==> src/rtl/ifd_pkg.sv <==
package ifd_pkg;

  localparam int INSN_W = 32;
  localparam int HALF_W = 16;
  localparam int OPC_W  = 6;
  localparam int REG_W  = 4;
  localparam int CC_W   = 3;
  localparam int UPD_W  = 2;

  // Bit positions inside the instruction word
  localparam int OPC_LSB   = 2;
  localparam int SD_LSB    = 8;
  localparam int SI_LSB    = 12;
  localparam int HI_LSB    = 16;
  localparam int XSEL_BIT  = 16;
  localparam int CC_LSB    = 17;
  localparam int D3_LSB    = 20;
  localparam int CR_LSB    = 24;
  localparam int UPD_LSB   = 28;

  localparam logic [OPC_W-1:0] OPC_RESERVED = '1;
  localparam logic [UPD_W-1:0] UPD_PREDEC   = 2'b10;

  typedef enum logic [1:0] {
    FMT_SREG = 2'd0,
    FMT_SIMM = 2'd1,
    FMT_LONG = 2'd2,
    FMT_EXT  = 2'd3
  } fmt_e;

  // Raw slices of the word, before any form-dependent routing
  typedef struct packed {
    logic [1:0]       form_bits;
    logic [OPC_W-1:0] opc;
    logic [REG_W-1:0] sd;
    logic [REG_W-1:0] si;
    logic [REG_W-1:0] d3;
    logic [REG_W-1:0] cr;
    logic [CC_W-1:0]  cc;
    logic             xsel;
    logic [UPD_W-1:0] upd;
  } raw_t;

  // Routed record without the immediate
  typedef struct packed {
    fmt_e             fmt;
    logic             wide;
    logic [OPC_W-1:0] opc;
    logic             illegal;
    logic [REG_W-1:0] rs_a;
    logic [REG_W-1:0] rs_b;
    logic [REG_W-1:0] rd;
    logic             use_imm;
    logic             pred_en;
    logic [CC_W-1:0]  cc;
    logic [REG_W-1:0] cr;
    logic             upd_en;
    logic             upd_dec;
  } dec_t;

endpackage

==> src/rtl/ifd_fields.sv <==
module ifd_fields
  import ifd_pkg::*;
(
  input  logic [INSN_W-1:0] word,
  output raw_t              raw,
  output logic [HALF_W-1:0] hi
);

  always_comb begin
    raw.form_bits = word[1:0];
    raw.opc       = word[OPC_LSB +: OPC_W];
    raw.sd        = word[SD_LSB  +: REG_W];
    raw.si        = word[SI_LSB  +: REG_W];
    raw.xsel      = word[XSEL_BIT];
    raw.cc        = word[CC_LSB  +: CC_W];
    raw.d3        = word[D3_LSB  +: REG_W];
    raw.cr        = word[CR_LSB  +: REG_W];
    raw.upd       = word[UPD_LSB +: UPD_W];
    hi            = word[HI_LSB  +: HALF_W];
  end

endmodule

==> src/rtl/ifd_route.sv <==
module ifd_route
  import ifd_pkg::*;
(
  input  raw_t raw,
  output dec_t dec
);

  always_comb begin
    dec         = '0;
    dec.opc     = raw.opc;
    dec.illegal = (raw.opc == OPC_RESERVED);
    dec.wide    = raw.form_bits[0];
    unique case (raw.form_bits)
      2'b00:   dec.fmt = FMT_SREG;
      2'b10:   dec.fmt = FMT_SIMM;
      2'b01:   dec.fmt = FMT_LONG;
      default: dec.fmt = FMT_EXT;
    endcase

    unique case (dec.fmt)
      FMT_SREG: begin
        dec.rs_a = raw.sd;
        dec.rs_b = raw.si;
        dec.rd   = raw.sd;
      end
      FMT_SIMM: begin
        dec.rs_a    = raw.sd;
        dec.rd      = raw.sd;
        dec.use_imm = 1'b1;
      end
      FMT_LONG: begin
        dec.rs_a    = raw.si;
        dec.rd      = raw.sd;
        dec.use_imm = 1'b1;
      end
      default: begin
        dec.rs_a    = raw.sd;
        dec.rd      = raw.d3;
        dec.use_imm = raw.xsel;
        dec.rs_b    = raw.xsel ? '0 : raw.si;
        dec.pred_en = 1'b1;
        dec.cc      = raw.cc;
        dec.cr      = raw.cr;
        dec.upd_en  = |raw.upd;
        dec.upd_dec = (raw.upd == UPD_PREDEC);
      end
    endcase
  end

endmodule

==> src/rtl/ifd_immgen.sv <==
module ifd_immgen
  import ifd_pkg::*;
#(
  parameter int XLEN = 32
) (
  input  fmt_e              fmt,
  input  logic              xsel,
  input  logic [REG_W-1:0]  si,
  input  logic [HALF_W-1:0] hi,
  output logic [XLEN-1:0]   imm
);

  localparam int PAD4  = XLEN - REG_W;
  localparam int PAD16 = XLEN - HALF_W;

  logic [XLEN-1:0] imm4_x;
  logic [XLEN-1:0] imm16_x;

  generate
    if (PAD16 > 0) begin : g_pad
      assign imm16_x = {{PAD16{hi[HALF_W-1]}}, hi};
    end else begin : g_nopad
      assign imm16_x = hi[XLEN-1:0];
    end
  endgenerate

  assign imm4_x = {{PAD4{si[REG_W-1]}}, si};

  always_comb begin
    unique case (fmt)
      FMT_SIMM: imm = imm4_x;
      FMT_LONG: imm = imm16_x;
      FMT_EXT:  imm = xsel ? imm4_x : '0;
      default:  imm = '0;
    endcase
  end

endmodule

==> src/rtl/ifd_stage.sv <==
module ifd_stage #(
  parameter int W = 8
) (
  input  logic         clk,
  input  logic         rst_n,
  input  logic         in_valid,
  output logic         in_ready,
  input  logic [W-1:0] in_data,
  output logic         out_valid,
  input  logic         out_ready,
  output logic [W-1:0] out_data
);

  assign in_ready = !out_valid || out_ready;

  always_ff @(posedge clk or negedge rst_n) begin
    if (!rst_n) begin
      out_valid <= 1'b0;
      out_data  <= '0;
    end else if (in_ready) begin
      out_valid <= in_valid;
      if (in_valid) out_data <= in_data;
    end
  end

endmodule

==> src/rtl/insn_fmt_decoder.sv <==
module insn_fmt_decoder
  import ifd_pkg::*;
#(
  parameter int XLEN = 32
) (
  input  logic              clk,
  input  logic              rst_n,
  input  logic              in_valid,
  output logic              in_ready,
  input  logic [INSN_W-1:0] in_word,
  output logic              out_valid,
  input  logic              out_ready,
  output logic [1:0]        o_fmt,
  output logic              o_wide,
  output logic [OPC_W-1:0]  o_opcode,
  output logic              o_illegal,
  output logic [REG_W-1:0]  o_rs_a,
  output logic [REG_W-1:0]  o_rs_b,
  output logic [REG_W-1:0]  o_rd,
  output logic              o_use_imm,
  output logic [XLEN-1:0]   o_imm,
  output logic              o_pred_en,
  output logic [CC_W-1:0]   o_cc,
  output logic [REG_W-1:0]  o_cr,
  output logic              o_upd_en,
  output logic              o_upd_dec
);

  localparam int DEC_W = $bits(dec_t);
  localparam int PAY_W = DEC_W + XLEN;

  raw_t              raw;
  logic [HALF_W-1:0] hi;
  dec_t              dec_d;
  logic [XLEN-1:0]   imm_d;
  logic [PAY_W-1:0]  pay_q;
  dec_t              dec_q;
  logic [XLEN-1:0]   imm_q;

  ifd_fields u_fields (
    .word (in_word),
    .raw  (raw),
    .hi   (hi)
  );

  ifd_route u_route (
    .raw (raw),
    .dec (dec_d)
  );

  ifd_immgen #(.XLEN(XLEN)) u_imm (
    .fmt  (dec_d.fmt),
    .xsel (raw.xsel),
    .si   (raw.si),
    .hi   (hi),
    .imm  (imm_d)
  );

  ifd_stage #(.W(PAY_W)) u_stage (
    .clk       (clk),
    .rst_n     (rst_n),
    .in_valid  (in_valid),
    .in_ready  (in_ready),
    .in_data   ({dec_d, imm_d}),
    .out_valid (out_valid),
    .out_ready (out_ready),
    .out_data  (pay_q)
  );

  assign {dec_q, imm_q} = pay_q;

  assign o_fmt     = dec_q.fmt;
  assign o_wide    = dec_q.wide;
  assign o_opcode  = dec_q.opc;
  assign o_illegal = dec_q.illegal;
  assign o_rs_a    = dec_q.rs_a;
  assign o_rs_b    = dec_q.rs_b;
  assign o_rd      = dec_q.rd;
  assign o_use_imm = dec_q.use_imm;
  assign o_imm     = imm_q;
  assign o_pred_en = dec_q.pred_en;
  assign o_cc      = dec_q.cc;
  assign o_cr      = dec_q.cr;
  assign o_upd_en  = dec_q.upd_en;
  assign o_upd_dec = dec_q.upd_dec;

endmodule

==> config.mk <==
export PLATFORM = sky130hd
export DESIGN_NAME = insn_fmt_decoder
export DESIGN_NICKNAME = d
export VERILOG_FILES = /design/src/rtl/ifd_pkg.sv /design/src/rtl/ifd_fields.sv /design/src/rtl/ifd_route.sv /design/src/rtl/ifd_immgen.sv /design/src/rtl/ifd_stage.sv /design/src/rtl/insn_fmt_decoder.sv
export SDC_FILE = /design/constraint.sdc
export NUM_CORES = 1
export LEC_CHECK = 0
export CORE_UTILIZATION = 48
export CTS_CLUSTER_SIZE = 12
export DETAILED_ROUTE_END_ITERATION = 8
export DONT_BUFFER_PORTS = 1
export GPL_TIMING_DRIVEN = 0
export PLACE_DENSITY = 0.74
export SLEW_MARGIN = 20
export SYNTH_ARGS = -nofsm -noshare
export SYNTH_HDL_FRONTEND = slang
export SYNTH_SLANG_ARGS = --single-unit
==> constraint.sdc <==
create_clock -name clk -period 1.3 [get_ports clk]
set_input_delay 0.13 -clock clk [delete_from_list [all_inputs] [get_ports clk]]
set_output_delay 0.13 -clock clk [all_outputs]
set_load 0.02 [all_outputs]
### Yosys cells after proc, flatten, opt, wreduce, memory -nomap -nowiden

Cells that the tools add are included.

* latch bits: 0
* word-level logic and storage cells: 26
* register bits after elaboration: 66
* bits in writable memories: 0
* bits in read-only memories: 0
* bits of input ports: 36
* memories: 0

* shift-type cells: 0
* bitwise operators: 0
* multiplexer cells: 9
* $lt $le $gt $ge: 0
* eq/ne operators: 7
* reductions and logical operators: 8
* add/subtract/negate cells: 0
* multipliers: 0
* divide/modulo/power cells: 0

Operator list (number)
* case mux 32 bit (3 select lines): 1
* two-way mux 32 bit: 1
* two-way mux 4 bit: 3
* two-way mux 10 bit: 1
* == test 2 bit (second input constant): 4
* case mux 4 bit (2 select lines): 1
* == test 6 bit (second input constant): 1
* case mux 2 bit (3 select lines): 1
* == test 2 x 1 -> 1 bit (second input constant): 2
* zero test 2 bit: 2
* OR reduction 2 bit: 2
* OR reduction 3 bit: 1
* case mux 1 bit (2 select lines): 1
* AND reduction 2 bit: 1
* zero test 1 bit: 1
* logical OR 1 bit: 1

### Logic depth before layout (Yosys ltp)

* depth after elaboration: 5
* gate-level depth with buffers: 6
* mapped depth without buffers: 5

### Hierarchy

From an unflattened synthesis, not the netlist that was laid out.

* cell total of the unflattened synthesis: 272
* area total of the unflattened synthesis: 3787.4 um^2

By module, submodules not included
* ifd_stage: area an instance 2727.6 um^2, sequential area each 1651.6 um^2, cells each 141, instances 1
* ifd_route: area an instance 389.1 um^2, sequential area each 0.0 um^2, cells each 45, instances 1
* ifd_fields: area an instance 345.3 um^2, sequential area each 0.0 um^2, cells each 46, instances 1
* ifd_immgen: area an instance 325.3 um^2, sequential area each 0.0 um^2, cells each 40, instances 1

### Least setup slack after synthesis

No wires, ideal clock.

* path type: register to register
* from: register u_stage.out_valid
* to: register u_stage.out_data[43]
* arrival time: 1.158 ns
* cell stages (with the launch flop): 7
* period minus slack after synthesis: 1.286 ns
* setup slack: 0.014 ns
* library setup time: 0.128 ns
* required time: 1.172 ns
* buffers on the path: 3
* cells stage by stage: dfrtp_1 -> nand2b_4 -> buf_6 -> and2_4 -> buf_6 -> buf_12 -> a21oi_4

* longest elaborated chain between the ends: 3

RTL lines
* start: declaration: RTL line ifd_stage.sv:9 `output logic out_valid,`
* start signal: assignment: RTL line ifd_stage.sv:21 `out_valid <= in_valid;`
* zero test 1 bit: RTL line ifd_stage.sv:14 `assign in_ready = !out_valid || out_ready;`
* logical OR 1 bit: RTL line ifd_stage.sv:14
* AND reduction 2 bit (no line)
* end signal: assignment: RTL line ifd_stage.sv:22 `if (in_valid) out_data <= in_data;`
* end: declaration: RTL line ifd_stage.sv:11 `output logic [W-1:0] out_data`

Every way passes these cells.
A chain may end at the register's enable or synchronous reset.

### Final worst setup path

* from: register u_stage.out_valid
* to: register u_stage.out_data[44]

Same word-level chain as after synthesis.

==> run summary <==
GLOBAL ROUTE
-------------------------------------------------------------------------------------------
Vias in the first global route                                                         1888
Tot GR Track Use                                                                      0.231
Overflow left after global routing                                                        0
Initial antenna violation count                                                           0
Maximum number of pins on one net before global-route repair                             51
First-pass GRT wire length                                                          9.38 mm

CELLS AND AREA
-------------------------------------------------------------------------------------------
Fraction of final layout cells sized beyond drive strength 1                          0.270
Share of the core filled with cells in the final layout                               0.601
Filler Cell Count                                                                       416
Combined area of the multi-input logic cells                                      1000 um^2
Sequential cell area                                                              1250 um^2
Ant diodes                                                                                0
Nets@finish                                                                             275
P&R area growth vs syn                                                                16.4%

FLOORPLANNING
-------------------------------------------------------------------------------------------
Die area                                                                          5540 um^2
Die boundary width                                                                  74.4 um
Area inside the core boundary                                                     4880 um^2
Site Rows                                                                                25
IO Count                                                                                103
Overall die height                                                                  74.4 um
Starting density of the core                                                          0.516

LOGIC SYNTHESIS
-------------------------------------------------------------------------------------------
Average footprint of a synthesized cell                                           12.2 um^2
Share of synthesized registers carrying an async set or reset                          1.00
Yosys warns                                                                               0
Library cell with the highest instance count after synthesis                        dfrtp_1
Post-synthesis sequential area ratio                                                  0.497
Number of instances in the synthesized netlist                                          207
Nets in the synthesized netlist                                                         250
XOR/XNOR share of the synthesized area                                                    0
Cell type with the largest total area after synthesis                               dfrtp_1
Area share of the leading cell type in the synthesized netlist                        0.497
Commonest cells post-synth                                                     dfrtp_1, buf_4, a22oi_1, o2bb2ai_1, a21oi_1
Total of flip-flops plus latches after synthesis                                         50
Post-synthesis mux area share                                                        0.0805
Complex-gate fraction of the synthesized area                                         0.230
Synth cell types                                                                         27
Post-Syn Area                                                                     2520 um^2
Leading cell types by total area after synthesis                               dfrtp_1, a21oi_4, o2bb2ai_1
Main combinational cell family by area after synthesis                         compound AO/OA/AOI/OAI gates
Adder-cell share of the synthesized area                                             0.0348
Synthesized-area fraction occupied by and/or/nand/nor cells                          0.0532
Post-synth top flop                                                                 dfrtp_1
EDFF count, synth                                                                         0

CLOCKING
-------------------------------------------------------------------------------------------
H-tree depth                                                                              2
Total clock buffers created by CTS                                                        5
CTS tree                                                                              built
Worst-path clk slew                                                                   90 ps
Clock latency on the worst-skew pair                                                 300 ps
Clock Sinks                                                                              50
Number of buffers on the longest clock path                                               2
CTS Hold Buffers Added                                                                   15
Cell chosen for the clock root                                                     clkbuf_8

STA
-------------------------------------------------------------------------------------------
Share of the cycle needed by the critical path after routing                           1.04
Least setup slack across all paths after layout                                    -55.1 ps
Maximum achievable frequency                                                      0.738 GHz
Transition time of the tightest slew-check pin                                       552 ps
Minimum period implied by the final worst setup slack                               1360 ps
Tightest slew margin relative to the limit                                            0.632
Final hold viol count                                                                    51
Number of setup violations in the final report                                           10
RSZ-0062 raised after global routing                                                    yes
Count of final max-slew check failures                                                    0
Hold_ws                                                                             -484 ps
Clock Skews                                                                         6.64 ps

PLACED DESIGN
-------------------------------------------------------------------------------------------
Final HPWL DP                                                                       4.05 mm
Global placement routability congestion                                               0.750
Total of buffers placed on input and output ports                                         0

POWER
-------------------------------------------------------------------------------------------
Post-route total power                                                              3920 uW
IR drop worst, VDD                                                               0.000638 V
Leakage                                                                          0.00127 uW
Cell area power density                                                        1340 nW/um^2

CRITICAL PATH
-------------------------------------------------------------------------------------------
Worst r2r src                                                                  u_stage.out_valid
Critical path startpoint category                                                  register
Kind of cell adding the most delay to the critical path                          flip-flops
Worst reg-to-reg path cell count                                                          5
Capture point of the worst reg-to-reg path                                     u_stage.out_data[44]
Required time at the endpoint of the critical path                                  1480 ps
Critical path cell sequence                                                    nand2b_4 -> and2_4 -> buf_8 -> bufbuf_16 -> a21oi_4
Slowest stage cell, crit path                                                       dfrtp_2
Internal reg-to-reg setup slack                                                      -60 ps
Type of element capturing the critical path                                        register
Critical-path maximum fanout                                                              6
Max incr delay on CP                                                                 480 ps
CP Class                                                                         reg -> reg
Data arrival time of the critical path                                              1540 ps
Number of buffers and inverters on the critical path                                      2

DRT
-------------------------------------------------------------------------------------------
Via density per instance                                                               5.75
Routed Antenna Nets                                                                       0
Average wire per standard cell                                                      20.1 um
Number of iterations in the first detailed-routing pass                                   4
DRC errors left                                                                           0
Total wirelength of the detailed-routed design                                      6.04 mm
Number of design-rule violations left by the first detailed-router iteration            103
Vias after detailed routing                                                            1725

MIN PATH
-------------------------------------------------------------------------------------------
Hold crit path type                                                             in -> async

JOB
-------------------------------------------------------------------------------------------
# Max-Cap Violations                                                                      0

OUTCOME
-------------------------------------------------------------------------------------------
Result of the run                                                              finished with violations
Violations in the final reports                                                negative hold slack, negative setup slack

placed cells by master, fill, tap and decap left out, drive strengths merged:
cell type	count
dfrtp	50
buf	30
a21oi	21
a22oi	16
o2bb2ai	16
dlygate4sd3	15
clkbuf	11
inv	10
mux2	10
mux2i	9
nand4	8
o21ai	8
ha	7
nor2	4
a22o	4
nand2	4
nand2b	3
and2	1
o2111a	1
a21o	1
nand3b	1
a31oi	1
bufinv	1
bufbuf	1
through the flow:
step	area (um^2)	hold slack [ps]	worst slack [ps]	TNS [ps]	instances
finish	2930	-484	-55.1	-405	300
global route	2930	-505	-95.1	-1080	300
CTS	2920	-493	-47.3	-395	299
detailed placement	2600	-165	-124	-1630	274
global placement	2600	-164	-107	-1400	274
floorplan	2520	-166	13.5	0	207
flip-flops by register name (all words and copies together), names as in the netlist:
name	cells
u_stage.out_valid	1
u_stage.out_data	49
how the worst max path moves through the flow:
stage                 startpoint              endpoint  cells after the start
3_5_place_dp          in_word[1]  u_stage.out_data[53]                      5
2_1_floorplan  u_stage.out_valid  u_stage.out_data[43]                      6
5_1_grt        u_stage.out_valid  u_stage.out_data[44]                      5
4_1_cts        u_stage.out_valid  u_stage.out_data[52]                      5
6_report       u_stage.out_valid  u_stage.out_data[44]                      5
3_3_place_gp          in_word[1]  u_stage.out_data[52]                      5
layout make-up:
cell class	count	area share
multi-input cells	115	0.342
well taps	67	0.0286
flip-flops and latches	50	0.427
clock inverters	1	0.0102
plain buffers	31	0.0789
clock buffers	7	0.0260
inverters	10	0.0128
repair buffers	19	0.0742
what timing repair did:
action                     CTS  global route
hold endpoints to repair    65            50
setup buffers                2             1
setup endpoints to repair   65            29
cloned                       1             0
gates resized for setup      5             4
pin swaps                    1             0
routing by layer:
layer / up-vias / routed length (um) / track usage
met1: 856 / 2430 / 0.282
met4: 0 / 13 / 0.0524
met2: 83 / 2950 / 0.381
met3: 2 / 642 / 0.0949
met5: - / 0 / 0
li1: 784 / - / -
worst reg2reg max path, stage by stage, from the launching register on:
cell and delay (ps):
dfrtp_2 480, nand2b_4 140, and2_4 190, buf_8 110
bufbuf_16 270, a21oi_4 50
logic make-up (layout without fill, tap and decap cells):
logic type               count (synthesis)  in the layout
AO/OA/AOI/OAI                           68             68
multiplexers                            19             19
AND/OR/NAND/NOR                         21             21
buffers and inverters                   42             68
flip-flops                              50             50
adder cells (fa/ha/maj)                  7              7
report_power, final:
| group | leakage, uW | internal (uW) | switching, uW | total [uW] |
|---|---|---|---|---|
| Clock | 0.0000524 | 576 | 496 | 1070 |
| Combinational | 0.000598 | 358 | 366 | 724 |
| Sequential | 0.000624 | 1740 | 383 | 2120 |
(Power assumes the default switching activity.)
